[src/rtl/crd_pkg.sv]
package crd_pkg;

  typedef enum logic [2:0] {
    RAT_NONE = 3'd0, RAT_128 = 3'd1, RAT_192 = 3'd2, RAT_256 = 3'd3,
    RAT_384  = 3'd4, RAT_512 = 3'd5, RAT_768 = 3'd6, RAT_1152 = 3'd7
  } ratio_e;

  typedef enum logic [1:0] {
    SPD_NORMAL = 2'd0, SPD_DOUBLE = 2'd1, SPD_QUAD = 2'd2
  } speed_e;

  // strobes handed from the datapath to the control
  typedef struct packed {
    logic frameEnd;
    logic mclkStop;
    logic lrckStop;
  } dpStrobes_t;

  function automatic int ratioNominal(input ratio_e r);
    case (r)
      RAT_128:  return 128;
      RAT_192:  return 192;
      RAT_256:  return 256;
      RAT_384:  return 384;
      RAT_512:  return 512;
      RAT_768:  return 768;
      RAT_1152: return 1152;
      default:  return 0;
    endcase
  endfunction

endpackage

[src/rtl/crd_datapath.sv]
module crd_datapath
  import crd_pkg::*;
#(
  parameter int DATA_W   = 24,
  parameter int MCNT_W   = 12,
  parameter int REF_W    = 14,
  parameter int STOP_CYC = 4096
) (
  input  logic              clk,
  input  logic              rstN,
  input  logic              mclkIn,
  input  logic              lrckIn,
  input  logic [DATA_W-1:0] dataIn,
  input  logic              mute,
  output logic [DATA_W-1:0] dataOut,
  output logic [MCNT_W-1:0] measMclk,
  output logic [REF_W-1:0]  measRef,
  output dpStrobes_t        strobes
);
  localparam int STALL_W = $clog2(STOP_CYC + 1);
  localparam logic [STALL_W-1:0] STALL_MAX = STALL_W'(STOP_CYC);
  localparam logic [MCNT_W-1:0]  MCNT_MAX  = '1;
  localparam logic [REF_W-1:0]   REF_MAX   = '1;

  // two synchroniser flops plus one history flop per clock
  logic [2:0] mSync, lSync;
  logic mRise, mEdge, lRise, lEdge;
  logic [MCNT_W-1:0]  mclkCnt;
  logic [REF_W-1:0]   refCnt;
  logic [STALL_W-1:0] mStall, lStall;

  always_ff @(posedge clk) begin
    if (!rstN) begin
      mSync <= '0;
      lSync <= '0;
    end else begin
      mSync <= {mSync[1:0], mclkIn};
      lSync <= {lSync[1:0], lrckIn};
    end
  end

  assign mRise = mSync[1] & ~mSync[2];
  assign mEdge = mSync[1] ^ mSync[2];
  assign lRise = lSync[1] & ~lSync[2];
  assign lEdge = lSync[1] ^ lSync[2];

  // per-frame counters, captured on each frame-clock rising edge
  always_ff @(posedge clk) begin
    if (!rstN) begin
      mclkCnt          <= '0;
      refCnt           <= '0;
      measMclk         <= '0;
      measRef          <= '0;
      strobes.frameEnd <= 1'b0;
    end else begin
      strobes.frameEnd <= lRise;
      if (lRise) begin
        measMclk <= mclkCnt;
        measRef  <= refCnt;
        mclkCnt  <= MCNT_W'(mRise);
        refCnt   <= REF_W'(1);
      end else begin
        if (mRise && mclkCnt != MCNT_MAX) mclkCnt <= mclkCnt + 1'b1;
        if (refCnt != REF_MAX) refCnt <= refCnt + 1'b1;
      end
    end
  end

  // stall timers start saturated so both clocks count as absent after reset
  always_ff @(posedge clk) begin
    if (!rstN) begin
      mStall <= STALL_MAX;
      lStall <= STALL_MAX;
    end else begin
      if (mEdge) mStall <= '0;
      else if (mStall != STALL_MAX) mStall <= mStall + 1'b1;
      if (lEdge) lStall <= '0;
      else if (lStall != STALL_MAX) lStall <= lStall + 1'b1;
    end
  end

  assign strobes.mclkStop = (mStall == STALL_MAX);
  assign strobes.lrckStop = (lStall == STALL_MAX);

  always_ff @(posedge clk) begin
    if (!rstN) dataOut <= '0;
    else       dataOut <= mute ? '0 : dataIn;
  end

endmodule

[src/rtl/crd_control.sv]
module crd_control
  import crd_pkg::*;
#(
  parameter int MCNT_W       = 12,
  parameter int REF_W        = 14,
  parameter int TOL          = 2,
  parameter int NORM_MIN_REF = 3456,
  parameter int DBL_MIN_REF  = 1728
) (
  input  logic              clk,
  input  logic              rstN,
  input  dpStrobes_t        strobes,
  input  logic [MCNT_W-1:0] measMclk,
  input  logic [REF_W-1:0]  measRef,
  output ratio_e            ratioQ,
  output speed_e            speedQ,
  output logic              lockedQ,
  output logic              powerSaveQ,
  output logic              mute
);
  ratio_e            candRatio;
  speed_e            candSpeed;
  logic              candLegal, agree, prevValid;
  logic [MCNT_W-1:0] prevMclk;
  int                refLen, diff, step;

  always_comb begin
    candRatio = RAT_NONE;
    for (int i = 1; i < 8; i++) begin
      diff = int'(measMclk) - ratioNominal(ratio_e'(i));
      if (diff <= TOL && diff >= -TOL) candRatio = ratio_e'(i);
    end
    refLen    = int'(measRef);
    candSpeed = SPD_NORMAL;
    candLegal = 1'b0;
    case (candRatio)
      RAT_128, RAT_192: begin
        candSpeed = SPD_QUAD;
        candLegal = (refLen < DBL_MIN_REF);
      end
      RAT_256, RAT_384: begin
        candSpeed = (refLen >= NORM_MIN_REF) ? SPD_NORMAL : SPD_DOUBLE;
        candLegal = (refLen >= DBL_MIN_REF);
      end
      RAT_512, RAT_768, RAT_1152: begin
        candSpeed = SPD_NORMAL;
        candLegal = (refLen >= NORM_MIN_REF);
      end
      default: ;
    endcase
    step  = int'(measMclk) - int'(prevMclk);
    agree = prevValid && (step <= 1) && (step >= -1);
  end

  always_ff @(posedge clk) begin
    if (!rstN) begin
      powerSaveQ <= 1'b1;
      lockedQ    <= 1'b0;
      ratioQ     <= RAT_NONE;
      speedQ     <= SPD_NORMAL;
      prevMclk   <= '0;
      prevValid  <= 1'b0;
    end else begin
      if (strobes.mclkStop && strobes.lrckStop)        powerSaveQ <= 1'b1;
      else if (!strobes.mclkStop && !strobes.lrckStop) powerSaveQ <= 1'b0;

      if (powerSaveQ || strobes.lrckStop) begin
        lockedQ   <= 1'b0;
        ratioQ    <= RAT_NONE;
        prevValid <= 1'b0;
      end else if (strobes.frameEnd) begin
        prevMclk  <= measMclk;
        prevValid <= 1'b1;
        if (candLegal && agree) begin
          lockedQ <= 1'b1;
          ratioQ  <= candRatio;
          speedQ  <= candSpeed;
        end else begin
          lockedQ <= 1'b0;
          ratioQ  <= RAT_NONE;
        end
      end
    end
  end

  assign mute = ~lockedQ;

endmodule

[src/rtl/clk_ratio_detect.sv]
module clk_ratio_detect
  import crd_pkg::*;
#(
  parameter int DATA_W       = 24,
  parameter int MCNT_W       = 12,
  parameter int REF_W        = 14,
  parameter int STOP_CYC     = 4096,
  parameter int TOL          = 2,
  parameter int NORM_MIN_REF = 3456,
  parameter int DBL_MIN_REF  = 1728
) (
  input  logic              clk,
  input  logic              rstN,
  input  logic              mclkIn,
  input  logic              lrckIn,
  input  logic [DATA_W-1:0] dataIn,
  output logic [DATA_W-1:0] dataOut,
  output logic [2:0]        ratioCode,
  output logic [1:0]        speedCode,
  output logic              locked,
  output logic              powerSave
);
  dpStrobes_t        strobes;
  logic [MCNT_W-1:0] measMclk;
  logic [REF_W-1:0]  measRef;
  logic              mute;
  ratio_e            ratioQ;
  speed_e            speedQ;

  crd_datapath #(
    .DATA_W(DATA_W), .MCNT_W(MCNT_W), .REF_W(REF_W), .STOP_CYC(STOP_CYC)
  ) u_dp (
    .clk(clk), .rstN(rstN), .mclkIn(mclkIn), .lrckIn(lrckIn),
    .dataIn(dataIn), .mute(mute), .dataOut(dataOut),
    .measMclk(measMclk), .measRef(measRef), .strobes(strobes)
  );

  crd_control #(
    .MCNT_W(MCNT_W), .REF_W(REF_W), .TOL(TOL),
    .NORM_MIN_REF(NORM_MIN_REF), .DBL_MIN_REF(DBL_MIN_REF)
  ) u_ctl (
    .clk(clk), .rstN(rstN), .strobes(strobes), .measMclk(measMclk),
    .measRef(measRef), .ratioQ(ratioQ), .speedQ(speedQ),
    .lockedQ(locked), .powerSaveQ(powerSave), .mute(mute)
  );

  assign ratioCode = ratioQ;
  assign speedCode = speedQ;

endmodule

[config.mk]
export PLATFORM = sky130hd
export DESIGN_NAME = clk_ratio_detect
export DESIGN_NICKNAME = d
export VERILOG_FILES = /design/src/rtl/crd_pkg.sv /design/src/rtl/crd_datapath.sv /design/src/rtl/crd_control.sv /design/src/rtl/clk_ratio_detect.sv
export SDC_FILE = /design/constraint.sdc
export NUM_CORES = 1
export LEC_CHECK = 0
export BUFFER_PORTS_ARGS = -buffer_cell sky130_fd_sc_hd__buf_4
export CORE_MARGIN = 1.5
export CORE_UTILIZATION = 45
export CTS_BUF_LIST = sky130_fd_sc_hd__clkbuf_4 sky130_fd_sc_hd__clkbuf_8
export CTS_CLUSTER_DIAMETER = 120
export CTS_CLUSTER_SIZE = 12
export DETAILED_ROUTE_END_ITERATION = 16
export PLACE_DENSITY = 0.7
export SLEW_MARGIN = 10
export SYNTH_ARGS = -nofsm -noshare
export SYNTH_HDL_FRONTEND = slang
export SYNTH_SLANG_ARGS = --single-unit
export TNS_END_PERCENT = 5
[constraint.sdc]
create_clock -name clk -period 3.1 [get_ports clk]
set_input_delay 0.155 -clock clk [delete_from_list [all_inputs] [get_ports clk]]
set_output_delay 0.155 -clock clk [all_outputs]
set_load 0.01 [all_outputs]
==> impl_metrics.csv <==
group,metric,value,unit
run_status,status,"finished clean",
cts,cts_buffer_depth,2,
placement,portBuffers,58,
die,die_w,124,microns
sta,worstMarginPinSlew,1.07,ns
cts,path_clk_slew,0.09,ns
sta,finClkSkew,0.0161,ns
worst_setup_path,cp-start-kind,"flop",
synth,synth_cell_types,75,
synth,synth_flop_cell,"dfxtp_1",
cells_and_area,fill_cells,1296,
worst_setup_path,cp_max_fo,9,
synth,synth.area.top_cells,"dfxtp_1 (37%), ha_1 (7.8%), nor2_1 (5.1%)",
synth,synth_top_area_share,37.4,%
cts,clkLatencyLatePin,0.44,ns
global_route,grt-ovfl-total,0,
global_route,grt_pass1_vias,5245,
cells_and_area,antennaDiodeCount,0,
synth,synth_fa_ha_area_share,8.09,%
drt,antenna_left,0,
sta,max_freq,336,MHz
synth,synth_compound_area_share,14.5,%
cts,cts_setup_buffers,0,
drt,routedWlPerCell,14.5,microns
drt,firstDrtPassIters,5,
cells_and_area,final_common_cell,"dfxtp_1",
synth,synth_nets,840,
worst_setup_path,worstPathRequired,3.42,ns
sta,period_share,96.1,%
synth,seq_area_frac_synth,37.4,%
sta,finalHoldViolations,0,
drt,routed-via-count,5744,
synth,synthMuxAreaShare,4.44,%
placement,globalplace.congestion,0.875,
min_path,hold_path_class,"input port to flop",
pwr,power,3.34,mW
synth,synthCells,770,
die,initial_utilization,45.7,%
synth,synth_edf_count,0,
drt,drc,0,
sta,finalSetupViolCount,0,
cts,clkSinkCount,123,
synth,yosys_warnings,0,
synth,async_flop_share,0,%
die,core_area,14400,sq um
cts,htreeDepth,4,
global_route,antenna_found_initial,0,
drt,drt_iter0_drc,363,
cells_and_area,final_layout_size_suffix_gt1_share,14.2,%
sta,slew_viol_final,0,
worst_setup_path,crit_type,"flop to flop",
synth,synth_top_family_by_area,"simple AND/OR/NAND/NOR gates",
die,io_pins,59,
synth,synth-seq-cells,123,
cts,clock-root-buffer,"clkbuf_8",
cells_and_area,area_growth,20.7,%
sta,worst_slack,0.122,ns
placement,place_ws,0.133,ns
pwr,p_leak,3.24,nW
worst_setup_path,worst_setup_path_end_kind,"flop",
die,dieArea,15400,sq um
global_route,grt_max_degree,44,
drt,wl,15400,microns
cells_and_area,final_nets,932,
drt,viasPerCell,5.42,
global_route,grt_pass1_wl,25200,microns
cells_and_area,most-common-layout-cells,"dfxtp_1 (123), nor2_1 (89), buf_4 (76)",
die,chipHeight,124,microns
worst_setup_path,worstPathArrival,3.30,ns
flow_run,drv_cap,0,
sta,timing.hold.ws,0.0711,ns
sta,period_minus_slack,2.98,ns
cts,numCtsBuffers,17,
cts,cts_tree,"done",
die,rows,44,
pwr,ir_worst_vdd,0.395,mV
synth,netlist_area,6590,sq um
sta,relSlewSlack,28.8,%
synth,syn_avg_cell_area,8.56,sq um
placement,hpwl,10600,microns
synth,synth_top_area_cell,"dfxtp_1",
synth,synthSimpleGateAreaFrac,25.4,%
synth,synth_xor_area_share,6.25,%
global_route,grt_use_total,20.9,%
pwr,p_per_area,421,nW/um^2
[worst paths after layout]
check | to | cells past startpoint | slack [ns] | from
min | u_ctl.powerSaveQ | 2 | 0.07 | rstN
max reg2reg | u_ctl.speedQ[1] | 9 | 0.12 | u_dp.measMclk[10]
min reg2reg | u_dp.lSync[1] | 1 | 0.43 | u_dp.lSync[0]
max | u_ctl.speedQ[1] | 9 | 0.12 | u_dp.measMclk[10]
[cells in the mapped netlist, types with 14 or more instances]
| cell | instances |
|---|---|
| nand2_1 | 62 |
| nor2_1 | 89 |
| and3_1 | 34 |
| o21ai_0 | 26 |
| mux2i_1 | 27 |
| clkbuf_1 | 21 |
| inv_1 | 37 |
| ha_1 | 41 |
| nand2b_1 | 14 |
| dfxtp_1 | 123 |
| a21oi_1 | 45 |
| nand3_1 | 23 |
| nand4_1 | 16 |
| xor2_1 | 30 |
| xnor2_1 | 17 |
[where the power goes]
part / switching [mW] / internal (mW)
Clock: 0.721 / 0.769
Sequential: 0.0279 / 1.61
Combinational: 0.112 / 0.109
Total: 0.861 / 2.48
[timing repair]
item / 4_1_cts / 5_1_grt
endpoints found under the hold margin: 26 / 0
hold buffers: 26 / 0
setup endpoints to repair: 0 / 6
gates resized for setup: 0 / 3
[sequential cells by signal (all words and copies together), names as in the netlist, 8 cells and up]
name	cells
u_ctl.prevMclk	12
u_dp.dataOut	24
u_dp.lStall	13
u_dp.mStall	13
u_dp.mclkCnt	12
u_dp.measMclk	12
u_dp.measRef	8
u_dp.refCnt	14
[layer usage]
metal	vias to the layer above	share of wire [%]	track usage, %
li1	2913	-	-
met1	2677	47	26.2
met2	127	47	34.5
met3	27	3.9	5.45
met4	0	2.2	7.46
met5	-	0	0
[area by class of cell]
class                   count  area [sq um]  area share, %
multi-input cells         581          3870           48.7
flip-flops and latches    123          2460           31.0
repair buffers            102           831           10.5
clock buffers              19           255           3.21
well taps                 184           230           2.90
clock inverters            13           158           1.98
inverters                  37           139           1.75
[critical path, stage by stage, from the launching register on]
cell and delay [ns]:
dfxtp_1 0.55, inv_2 0.16, ha_1 0.31, and3_1 0.21, o21bai_1 0.24, o32ai_1 0.17, or4_4 0.60, nor4_4 0.32
o211ai_2 0.16, mux2i_1 0.14
[cells by family (layout without fill, tap and decap cells)]
| group | after synthesis | count (layout) |
|---|---|---|
| flops | 123 | 123 |
| xor+xnor | 47 | 47 |
| simple gates | 321 | 321 |
| compound gates | 142 | 142 |
| mux | 29 | 29 |
| buf+inv | 66 | 171 |
| fa+ha+maj | 42 | 42 |
[metrics by stage]
stage	setup TNS (ns)	std cells	instance area, sq um	util (%)
after floorplan	0	770	6590	-
after global placement	0	1001	7270	50.4
after detailed placement	0	1001	7270	50.4
after CTS	0	1059	7950	55.1
after global routing	-0.0611	1059	7950	55.1
final	0	1059	7950	55.1
Note: power is estimated with default switching activity, not from simulation.
